===== src/rtl/slave_resp_rx_pkg.sv =====
package slave_resp_rx_pkg;
  typedef enum logic [3:0] {
    S_IDLE, S_HUNT, S_HDR, S_DATA, S_CRC, S_PRIME, S_PRE, S_POLL, S_ECHO, S_DRAIN
  } rx_state_t;

  localparam logic [2:0] E_NONE    = 3'd0;
  localparam logic [2:0] E_TIMEOUT = 3'd1;
  localparam logic [2:0] E_STUCK   = 3'd2;
  localparam logic [2:0] E_ANY     = 3'd3;
  localparam logic [2:0] E_SLVCRC  = 3'd4;
  localparam logic [2:0] E_BADCRC  = 3'd5;

  localparam logic [1:0] RC_ACK  = 2'd0;
  localparam logic [1:0] RC_BUSY = 2'd1;
  localparam logic [1:0] RC_ANY  = 2'd2;
  localparam logic [1:0] RC_SCRC = 2'd3;

  function automatic logic [3:0] crc4_step(logic [3:0] c, logic b);
    logic m;
    m = b ^ c[3];
    return {c[2:0], 1'b0} ^ {1'b0, m, m, m};
  endfunction
endpackage


===== src/rtl/rsp_tick_cnt.sv =====
module rsp_tick_cnt #(
  parameter int CNT_W = 10
) (
  input  logic             clk,
  input  logic             rst,
  input  logic             clr,
  output logic [CNT_W-1:0] q
);
  always_ff @(posedge clk) begin
    if (rst || clr) q <= '0;
    else            q <= q + CNT_W'(1);
  end
endmodule


===== src/rtl/rsp_shift_in.sv =====
module rsp_shift_in
  import slave_resp_rx_pkg::*;
#(
  parameter int DATA_W = 32
) (
  input  logic              clk,
  input  logic              rst,
  input  logic              clr,
  input  logic              en,
  input  logic              bit_in,
  output logic [DATA_W-1:0] sh,
  output logic [3:0]        crc
);
  always_ff @(posedge clk) begin
    if (rst) begin
      sh  <= '0;
      crc <= '0;
    end else if (clr) begin
      sh  <= '0;
      crc <= crc4_step(4'h0, 1'b1);
    end else if (en) begin
      sh  <= {sh[DATA_W-2:0], bit_in};
      crc <= crc4_step(crc, bit_in);
    end
  end
endmodule


===== src/rtl/rsp_poll_tx.sv =====
module rsp_poll_tx #(
  parameter int          POLL_W   = 9,
  parameter logic [POLL_W-1:0] POLL_CMD = 9'h02A
) (
  input  logic clk,
  input  logic rst,
  input  logic load,
  input  logic adv,
  output logic bit_out
);
  localparam int SR_W = POLL_W + 1;
  logic [SR_W-1:0] sr;

  always_ff @(posedge clk) begin
    if (rst)       sr <= '0;
    else if (load) sr <= {1'b1, POLL_CMD};
    else if (adv)  sr <= {sr[SR_W-2:0], 1'b0};
  end

  assign bit_out = sr[SR_W-1];
endmodule


===== src/rtl/slave_resp_rx.sv =====
module slave_resp_rx
  import slave_resp_rx_pkg::*;
#(
  parameter int DATA_W    = 32,
  parameter int LEN_W     = 3,
  parameter int TIMEOUT   = 1000,
  parameter int IDLE_PRE  = 100,
  parameter int ECHO      = 16,
  parameter int MAX_POLLS = 100,
  parameter int DRAIN     = 20,
  parameter int PRIME     = 100,
  parameter int POLL_W    = 9,
  parameter logic [POLL_W-1:0] POLL_CMD = 9'h02A
) (
  input  logic              clk,
  input  logic              rst,
  input  logic              start,
  input  logic              rd_mode,
  input  logic [LEN_W-1:0]  xfer_len,
  input  logic              line_in,
  output logic              busy,
  output logic              bclk_en,
  output logic              line_oe,
  output logic              line_out,
  output logic              done,
  output logic [2:0]        err_code,
  output logic [1:0]        rsp_id,
  output logic [DATA_W-1:0] rd_data
);
  localparam int M1    = (TIMEOUT > PRIME) ? TIMEOUT : PRIME;
  localparam int M2    = (IDLE_PRE > DRAIN) ? IDLE_PRE : DRAIN;
  localparam int M3    = (ECHO > DATA_W) ? ECHO : DATA_W;
  localparam int M12   = (M1 > M2) ? M1 : M2;
  localparam int MALL  = (M12 > M3) ? M12 : M3;
  localparam int CNT_W = $clog2(MALL + 1) + 1;
  localparam int PC_W  = $clog2(MAX_POLLS + 1);

  rx_state_t           st, st_nx;
  logic [CNT_W-1:0]    cnt;
  logic [PC_W-1:0]     polls;
  logic                rd_q;
  logic [LEN_W-1:0]    len_q;
  logic [2:0]          err_q, err_nx;
  logic                fin;
  logic [3:0]          crc_rx;
  logic [DATA_W-1:0]   sh;
  logic [3:0]          crc_acc;
  logic                pbit;
  logic                lb;
  logic                hdr_last, crc_last;
  logic [1:0]          code_now;
  logic [CNT_W-1:0]    nbits_m1;
  logic [DATA_W-1:0]   dmask;

  assign lb        = ~line_in;
  assign hdr_last  = (st == S_HDR) && (cnt == CNT_W'(3));
  assign crc_last  = (st == S_CRC) && (cnt == CNT_W'(3));
  assign code_now  = {sh[0], lb};
  assign nbits_m1  = CNT_W'({len_q, 3'b000}) - CNT_W'(1);
  assign dmask     = (DATA_W'(1) << {len_q, 3'b000}) - DATA_W'(1);

  rsp_tick_cnt #(.CNT_W(CNT_W)) u_cnt (
    .clk (clk), .rst (rst),
    .clr ((st_nx != st) || (st == S_IDLE)),
    .q   (cnt)
  );

  rsp_shift_in #(.DATA_W(DATA_W)) u_shin (
    .clk    (clk), .rst (rst),
    .clr    ((st == S_HUNT) && lb),
    .en     ((st == S_HDR) || (st == S_DATA)),
    .bit_in (lb),
    .sh     (sh),
    .crc    (crc_acc)
  );

  rsp_poll_tx #(.POLL_W(POLL_W), .POLL_CMD(POLL_CMD)) u_poll (
    .clk (clk), .rst (rst),
    .load (st == S_PRE),
    .adv  (st == S_POLL),
    .bit_out (pbit)
  );

  always_comb begin
    st_nx  = st;
    err_nx = err_q;
    fin    = 1'b0;
    unique case (st)
      S_IDLE: if (start) st_nx = S_HUNT;
      S_HUNT: begin
        if (lb) st_nx = S_HDR;
        else if (cnt == CNT_W'(TIMEOUT - 1)) begin
          st_nx  = S_DRAIN;
          err_nx = E_TIMEOUT;
        end
      end
      S_HDR: if (hdr_last) begin
        unique case (code_now)
          RC_ACK:  st_nx = (rd_q && len_q != '0) ? S_DATA : S_CRC;
          RC_BUSY: begin
            if (polls == PC_W'(MAX_POLLS)) begin
              st_nx  = S_IDLE;
              fin    = 1'b1;
              err_nx = E_STUCK;
            end else st_nx = S_PRE;
          end
          RC_ANY:  begin st_nx = S_DRAIN; err_nx = E_ANY;    end
          default: begin st_nx = S_DRAIN; err_nx = E_SLVCRC; end
        endcase
      end
      S_DATA:  if (cnt == nbits_m1) st_nx = S_CRC;
      S_CRC:   if (crc_last) begin
        st_nx = S_PRIME;
        if ({crc_rx[2:0], lb} != crc_acc) err_nx = E_BADCRC;
      end
      S_PRIME: if (cnt == CNT_W'(PRIME - 1)) begin st_nx = S_IDLE; fin = 1'b1; end
      S_PRE:   if (cnt == CNT_W'(IDLE_PRE - 1)) st_nx = S_POLL;
      S_POLL:  if (cnt == CNT_W'(POLL_W)) st_nx = S_ECHO;
      S_ECHO:  if (cnt == CNT_W'(ECHO - 1)) st_nx = S_HUNT;
      S_DRAIN: if (cnt == CNT_W'(DRAIN - 1)) begin st_nx = S_IDLE; fin = 1'b1; end
      default: st_nx = S_IDLE;
    endcase
  end

  always_ff @(posedge clk) begin
    if (rst) begin
      st       <= S_IDLE;
      polls    <= '0;
      rd_q     <= 1'b0;
      len_q    <= '0;
      err_q    <= E_NONE;
      crc_rx   <= '0;
      done     <= 1'b0;
      err_code <= E_NONE;
      rsp_id   <= '0;
      rd_data  <= '0;
    end else begin
      st    <= st_nx;
      done  <= fin;
      err_q <= (st == S_IDLE) ? E_NONE : err_nx;
      if (st == S_IDLE && start) begin
        rd_q  <= rd_mode;
        len_q <= xfer_len;
        polls <= '0;
      end
      if (st == S_HDR && st_nx == S_PRE) polls <= polls + PC_W'(1);
      if (st == S_CRC) crc_rx <= {crc_rx[2:0], lb};
      if (hdr_last) rsp_id <= sh[2:1];
      if (crc_last && rd_q && len_q != '0) rd_data <= sh & dmask;
      if (fin) err_code <= err_nx;
    end
  end

  assign busy     = (st != S_IDLE);
  assign bclk_en  = (st != S_IDLE);
  assign line_oe  = (st == S_PRE) || (st == S_POLL) || (st == S_ECHO);
  assign line_out = (st == S_POLL) ? ~pbit : 1'b1;
endmodule


===== config.mk =====
export PLATFORM = sky130hd
export DESIGN_NAME = slave_resp_rx
export DESIGN_NICKNAME = d
export VERILOG_FILES = /design/src/rtl/slave_resp_rx_pkg.sv /design/src/rtl/rsp_tick_cnt.sv /design/src/rtl/rsp_shift_in.sv /design/src/rtl/rsp_poll_tx.sv /design/src/rtl/slave_resp_rx.sv
export SDC_FILE = /design/constraint.sdc
export NUM_CORES = 1
export LEC_CHECK = 0
export ABC_AREA = 1
export BUFFER_PORTS_ARGS = -buffer_cell sky130_fd_sc_hd__buf_2
export CORE_UTILIZATION = 64
export CTS_CLUSTER_DIAMETER = 50
export DETAILED_ROUTE_END_ITERATION = 6
export PLACE_DENSITY = 0.85
export SKIP_LAST_GASP = 1
export SLEW_MARGIN = 15
export SYNTH_ARGS = -nofsm -noshare
export SYNTH_HDL_FRONTEND = slang
export SYNTH_SLANG_ARGS = --single-unit

===== constraint.sdc =====
create_clock -name clk -period 3 [get_ports clk]
set_clock_uncertainty 0.05 [all_clocks]
set_input_delay 0.75 -clock clk [delete_from_list [all_inputs] [get_ports clk]]
set_output_delay 0.75 -clock clk [all_outputs]
set_load 0.05 [all_outputs]

* After elaboration in Yosys (flattened, before gate mapping)
Index checks and enable logic that the tools add are counted.
Storage, ports and cells: logic and storage cells 107, input port bits 8, flip-flop bits (word level) 115
Cells by class: shifts and indexed selects 1, eq/ne operators 22, muxes and demuxes 36, add/sub/neg operators 4, reduce and logical (&&, ||, !) cells 23, bitwise operators 5
Operators with widths (count):
- 4-bit two-way mux | 11
- 4-bit one-hot mux with 10 select lines | 1
- 32-bit AND | 1
- 1-bit by 6-bit left shift with 32-bit output (first input constant) | 1
- 32-bit by 2-bit subtractor with 32-bit output (second input constant) | 1
- 3-bit two-way mux | 10
- 11-bit by 4-bit == test with 1-bit output (second input constant) | 2
- 4-bit by 3-bit == test with 1-bit output (second input constant) | 5
- 10-bit two-way mux | 2
- 3-bit one-hot mux with 3 select lines | 2
- 7-bit two-way mux | 2
- 11-bit by 1-bit adder with 11-bit output (second input constant) | 1
- 11-bit by 10-bit == test with 1-bit output (second input constant) | 1
- 11-bit == test | 1
- 11-bit by 2-bit == test with 1-bit output (second input constant) | 1
- 11-bit by 5-bit == test with 1-bit output (second input constant) | 1
- 11-bit by 7-bit == test with 1-bit output (second input constant) | 1
- 4-bit by 2-bit == test with 1-bit output (second input constant) | 2
- 4-bit == test (second input constant) | 2
- 1-bit logical AND | 8
- 4-bit inequality test | 2
- 4-bit one-hot mux with 2 select lines | 1
- 7-bit by 1-bit adder with 7-bit output (second input constant) | 1
- 7-bit == test (second input constant) | 1
- other kinds (16) | 30

* Depth between registers and ports, before layout
depth in word-level cells 9, mapped depth 16

* By module
Synthesis repeated with hierarchy kept, for this count alone.
Unflattened totals: cells, all modules 757, area, all modules 5606.6 um^2
By module, submodules not included:
- slave_resp_rx | cells each 479, sequential area each 1181.1 um^2, times used 1, area each 3330.7 um^2
- rsp_shift_in | cells each 169, sequential area each 720.7 um^2, times used 1, area each 1450.1 um^2
- rsp_tick_cnt | cells each 61, sequential area each 220.2 um^2, times used 1, area each 475.5 um^2
- rsp_poll_tx | cells each 48, sequential area each 180.2 um^2, times used 1, area each 350.3 um^2

* Least setup slack after synthesis
Ideal clock, no wire load.
path type input to register, start point input port line_in, end point register u_cnt.q[7], buffers on the path 2, setup time 0.117 ns, stages 13, data required time 2.833 ns, data arrival time 1.970 ns, setup slack 0.864 ns, path through buf_4 -> inv_2 -> nor2_1 -> a21boi_0 -> nor2_1 -> nor2_2 -> nor2_1 -> nand3_2 -> nand2_1 -> o21ai_2 -> nand3_2 -> buf_6 -> nor2_2
Between the ends: word-level cells in the longest chain between the ends 8, elaborated cells between the ends (all ways) 10, classes of those cells eq/ne (2); mux (4); bitwise (1); reduce/logical (3)
RTL lines:
- start: declaration | line slave_resp_rx.sv:20 | input logic line_in,
- 1-bit NOT | line slave_resp_rx.sv:55 | assign lb = ~line_in;
- 2-bit by 1-bit == test with 1-bit output or 2-bit zero test (tied branches) | line slave_resp_rx.sv:98 | unique case (code_now)
- 4-bit one-hot mux with 2 select lines | line slave_resp_rx.sv:98
- 4-bit two-way mux | line slave_resp_rx.sv:97 | S_HDR: if (hdr_last) begin
- 4-bit one-hot mux with 10 select lines * | line slave_resp_rx.sv:88 | unique case (st)
- 4-bit inequality test * | line slave_resp_rx.sv:64 | .clr ((st_nx != st) || (st == S_IDLE)),
- 1-bit logical OR * | line slave_resp_rx.sv:64
- 1-bit logical OR * | line rsp_tick_cnt.sv:10 | if (rst || clr) q <= '0;
- end signal: assignment | line rsp_tick_cnt.sv:11 | else q <= q + CNT_W'(1);
- end: declaration | line rsp_tick_cnt.sv:7 | output logic [CNT_W-1:0] q
Every way passes the cells marked *; elsewhere a longest branch is shown, timed or not. A chain may end at the register's enable or synchronous reset.

* Worst setup path in the final report
start point register st[3], end point output port bclk_en
Between the ends: word-level cells in the longest chain between the ends 1
RTL lines:
- start: declaration | line slave_resp_rx.sv:38 | rx_state_t st, st_nx;
- start signal: assignment | line slave_resp_rx.sv:138 | st <= st_nx;
- 4-bit nonzero test | line slave_resp_rx.sv:155 | assign bclk_en = (st != S_IDLE);
- end: declaration | line slave_resp_rx.sv:22 | output logic bclk_en,
No other way between the ends.

==> metrics.md <==
| Metric | Value |
|---|---|
| CP arrival | `1700 ps` |
| Post-Place Cell Area | `0.00564 mm²` |
| Remaining DRCs | `0` |
| CTS Buf Count | `17` |
| I/O Buffers | `49` |
| Largest net degree at the start of global routing | `38` |
| First-pass GRT wire length | `21600 µm` |
| Min cycle time layout | `2500 ps` |
| Drt total wl | `13100 µm` |
| Final hold vios | `0` |
| WP data required | `2200 ps` |
| Die span in y | `93.3 µm` |
| CTS resizes | `0` |
| ANT cells | `0` |
| CP Launch Type | `flop` |
| Fraction of layout cells with a size suffix above 1 | `17.1%` |
| Netlist cell types | `40` |
| Vias/cell | `5.60` |
| Outcome | `complete, no violations` |
| Layout area overhead | `17.2%` |
| Max IR drop VDD | `0.000413 V` |
| Clk sinks | `115` |
| CP max stage cell | `dfxtp_1` |
| Reg2Reg Depth | `14` |
| GP Congestion | `0.872` |
| Max Cap Violations | `0` |
| Clock Tree Root | `clkbuf_8` |
| Remaining Overflow, GRT | `0` |
| Setup violators final | `0` |
| HPWL reported at the end of detailed placement | `8460 µm` |
| Core box area | `0.00789 mm²` |
| Die area | `0.00871 mm²` |
| RSZ-0062 raised after global routing | `no` |
| # H-tree levels | `4` |
| Max incr delay on CP | `360 ps` |
| Highest Clock Rate | `0.400 GHz` |
| R2R Setup Slk | `620 ps` |
| Slew HR | `67.4%` |
| Tot GR Track Use | `31.6%` |
| Syn Std Cell Area | `0.00534 mm²` |
| Antenna violations before repair | `0` |
| 1st-pass router iterations | `5` |
| DP Worst Slack | `515 ps` |
| # nets final | `794` |
| Drt initial violations | `291` |
| Hold path cells | `2` |
| Clock Latency Late Sink | `520 ps` |
| Fin Setup TNS | `0 ps` |
| Final period utilization | `83.4%` |
| Number of global-route vias before repair | `4718` |
| Hold buffer count at CTS | `0` |
| Hold_sp | `rd_data[1]$_SDFFE_PP0P_` |
| Vias | `4994` |
| Synth Area per Inst | `7.32 µm²` |
| Row cnt | `32` |
| Setup bufs post-CTS | `0` |
| Post-DR wirelength/cell | `14.6 µm` |
| TritonCTS clock tree | `built` |
| Clk buf depth | `2` |
| Worst reg2reg endpoint | `u_cnt.q[0]$_SDFF_PP0_` |
| Worst setup margin | `499 ps` |
| Pwr dens | `636 mW/mm²` |
| Detail Route Antenna Nets | `0` |
| Most common cell after layout, fill and taps aside | `nand2_1` |
| Worst hold-check path type | `flop to flop` |
| Final Cell Area | `0.00626 mm²` |
| Worst setup path category | `flop to primary output` |
| Number of top-level pins | `50` |
| Worst Hold Path EP | `rd_data[1]$_SDFFE_PP0P_` |
| Die Span X | `93.3 µm` |
| Initial core utilization | `67.7%` |
| Post-synth net total | `748` |
| Seq/Total Area, Yosys | `43.1%` |
| Nature of the critical path endpoint | `primary output` |
| Final Slew Violations | `0` |
| Synthesized flop and latch total | `115` |
| Yosys warns | `0` |
| Most frequent cells in the layout | `nand2_1 (147), dfxtp_1 (115), a21oi_1 (95), inv_1 (94), nor2_1 (55)` |
| Worst Path Max Fanout | `5` |
| Reg2Reg Launch Point | `len_q[0]$_SDFFE_PP0P_` |
| Worst Tran Pin Value | `486 ps` |
| Reg clk slew, reported paths | `60 ps` |
| CP cell instances | `nor2_1 -> inv_1 -> nor2_1 -> inv_1 -> buf_2` |
| Mapped Cells | `730` |
| Leakage power | `2.57 nW` |
-- synthesized netlist by cell type --
library cell	n	area, µm²
o21bai_2	1	11.3
xnor2_1	4	35.0
nor2_1	56	210
nand3_1	40	200
a21oi_1	95	475
a221oi_1	2	17.5
a41oi_1	1	8.76
nand3_2	5	50.1
inv_1	94	353
nor2_2	19	119
o211ai_1	2	15.0
clkbuf_1	18	67.6
o21ai_0	36	180
o21ai_2	2	17.5
a21oi_2	1	8.76
a21boi_0	1	7.51
xor2_1	13	114
nor2_8	1	20.0
dfxtp_1	115	2300
or2_2	1	6.26
a211oi_1	16	120
ha_1	10	125
nand3b_4	1	20.0
a22oi_1	1	7.51
inv_2	5	18.8
nand2_1	147	552
nand4_1	7	43.8
clkinv_1	1	3.75
nand2_2	5	31.3
nor3_1	5	25.0
o21ai_1	3	15.0
nor2_4	2	22.5
a31oi_1	4	25.0
buf_6	1	11.3
buf_4	2	15.0
o22ai_2	1	12.5
buf_2	8	40.0
o21bai_1	1	7.51
buf_1	2	7.51
nand3_4	1	17.5
-- critical path, delay by kind of cell, from the launching register on --
| family | cells | cell delay (ps) |
|---|---|---|
| buffers and inverters | 3 | 420 |
| DFF | 1 | 360 |
| and+or+nand+nor | 2 | 400 |
-- worst max-delay path by stage --
stage / startpoint / slack, ps / cells after the start / end
5_1_grt: len_q[0]$_SDFFE_PP0P_ / 380 / 14 / u_cnt.q[0]$_SDFF_PP0_
4_1_cts: st[3]$_SDFF_PP0_ / 520 / 5 / bclk_en
6_report: st[3]$_SDFF_PP0_ / 500 / 5 / bclk_en
3_3_place_gp: line_in / 600 / 11 / u_cnt.q[0]$_SDFF_PP0_
3_5_place_dp: line_in / 520 / 11 / u_cnt.q[0]$_SDFF_PP0_
2_1_floorplan: line_in / 860 / 13 / u_cnt.q[7]$_SDFF_PP0_
-- through the flow --
stage / util (%) / instances / power (mW) / hold slack, ps
global route: 79.4 / 891 / 4.10 / 408
floorplan: - / 730 / 1.82 / 379
CTS: 79.4 / 891 / 3.98 / 394
detailed placement: 71.5 / 859 / 1.88 / 385
global placement: 71.5 / 859 / 1.87 / 378
finish: 79.4 / 891 / 3.98 / 390
-- cells by family (layout without fill, tap and decap cells) --
logic type | Yosys count | in the layout | share of synthesized area [%]
AO/OA/AOI/OAI | 167 | 167 | 17.4
XOR/XNOR | 17 | 17 | 2.79
adder cells (fa/ha/maj) | 10 | 10 | 2.34
buffers and inverters | 131 | 190 | 9.68
flip-flops | 115 | 115 | 43.1
AND/OR/NAND/NOR | 290 | 290 | 24.7
-- power by group --
part / switching [mW] / internal, mW
combinational: 0.214 / 0.0806
clock: 0.762 / 1.36
sequential: 0.0207 / 1.54
total: 0.997 / 2.98
-- per-layer routing --
| metal | routed length [µm] | up-vias | global-route usage, % |
|---|---|---|---|
| li1 | - | 2454 | - |
| met3 | 758 | 38 | 7.07 |
| met5 | 0 | - | 0 |
| met1 | 5410 | 2309 | 37.0 |
| met4 | 324 | 0 | 13.6 |
| met2 | 6550 | 193 | 55.4 |
-- state kept, by name, indices dropped and copies added (netlist names) --
signal and count:
u_shin.crc 4, len_q 3, st 4, rd_data 32
err_code 3, rsp_id 2, u_poll.sr 9, rd_q 1
err_q 3, u_cnt.q 11, crc_rx 3, u_shin.sh 32
done 1, polls 7
-- area by class of cell --
| cell class | instances | area [µm²] |
|---|---|---|
| multi-input cells | 484 | 2520 |
| flip-flops and latches | 115 | 2300 |
| fillers | 560 | 1630 |
| clock buffers | 18 | 418 |
| inverters | 100 | 375 |
| repair buffers | 58 | 313 |
| clock inverters | 14 | 201 |
| well taps | 102 | 128 |
(Power assumes the default switching activity.)
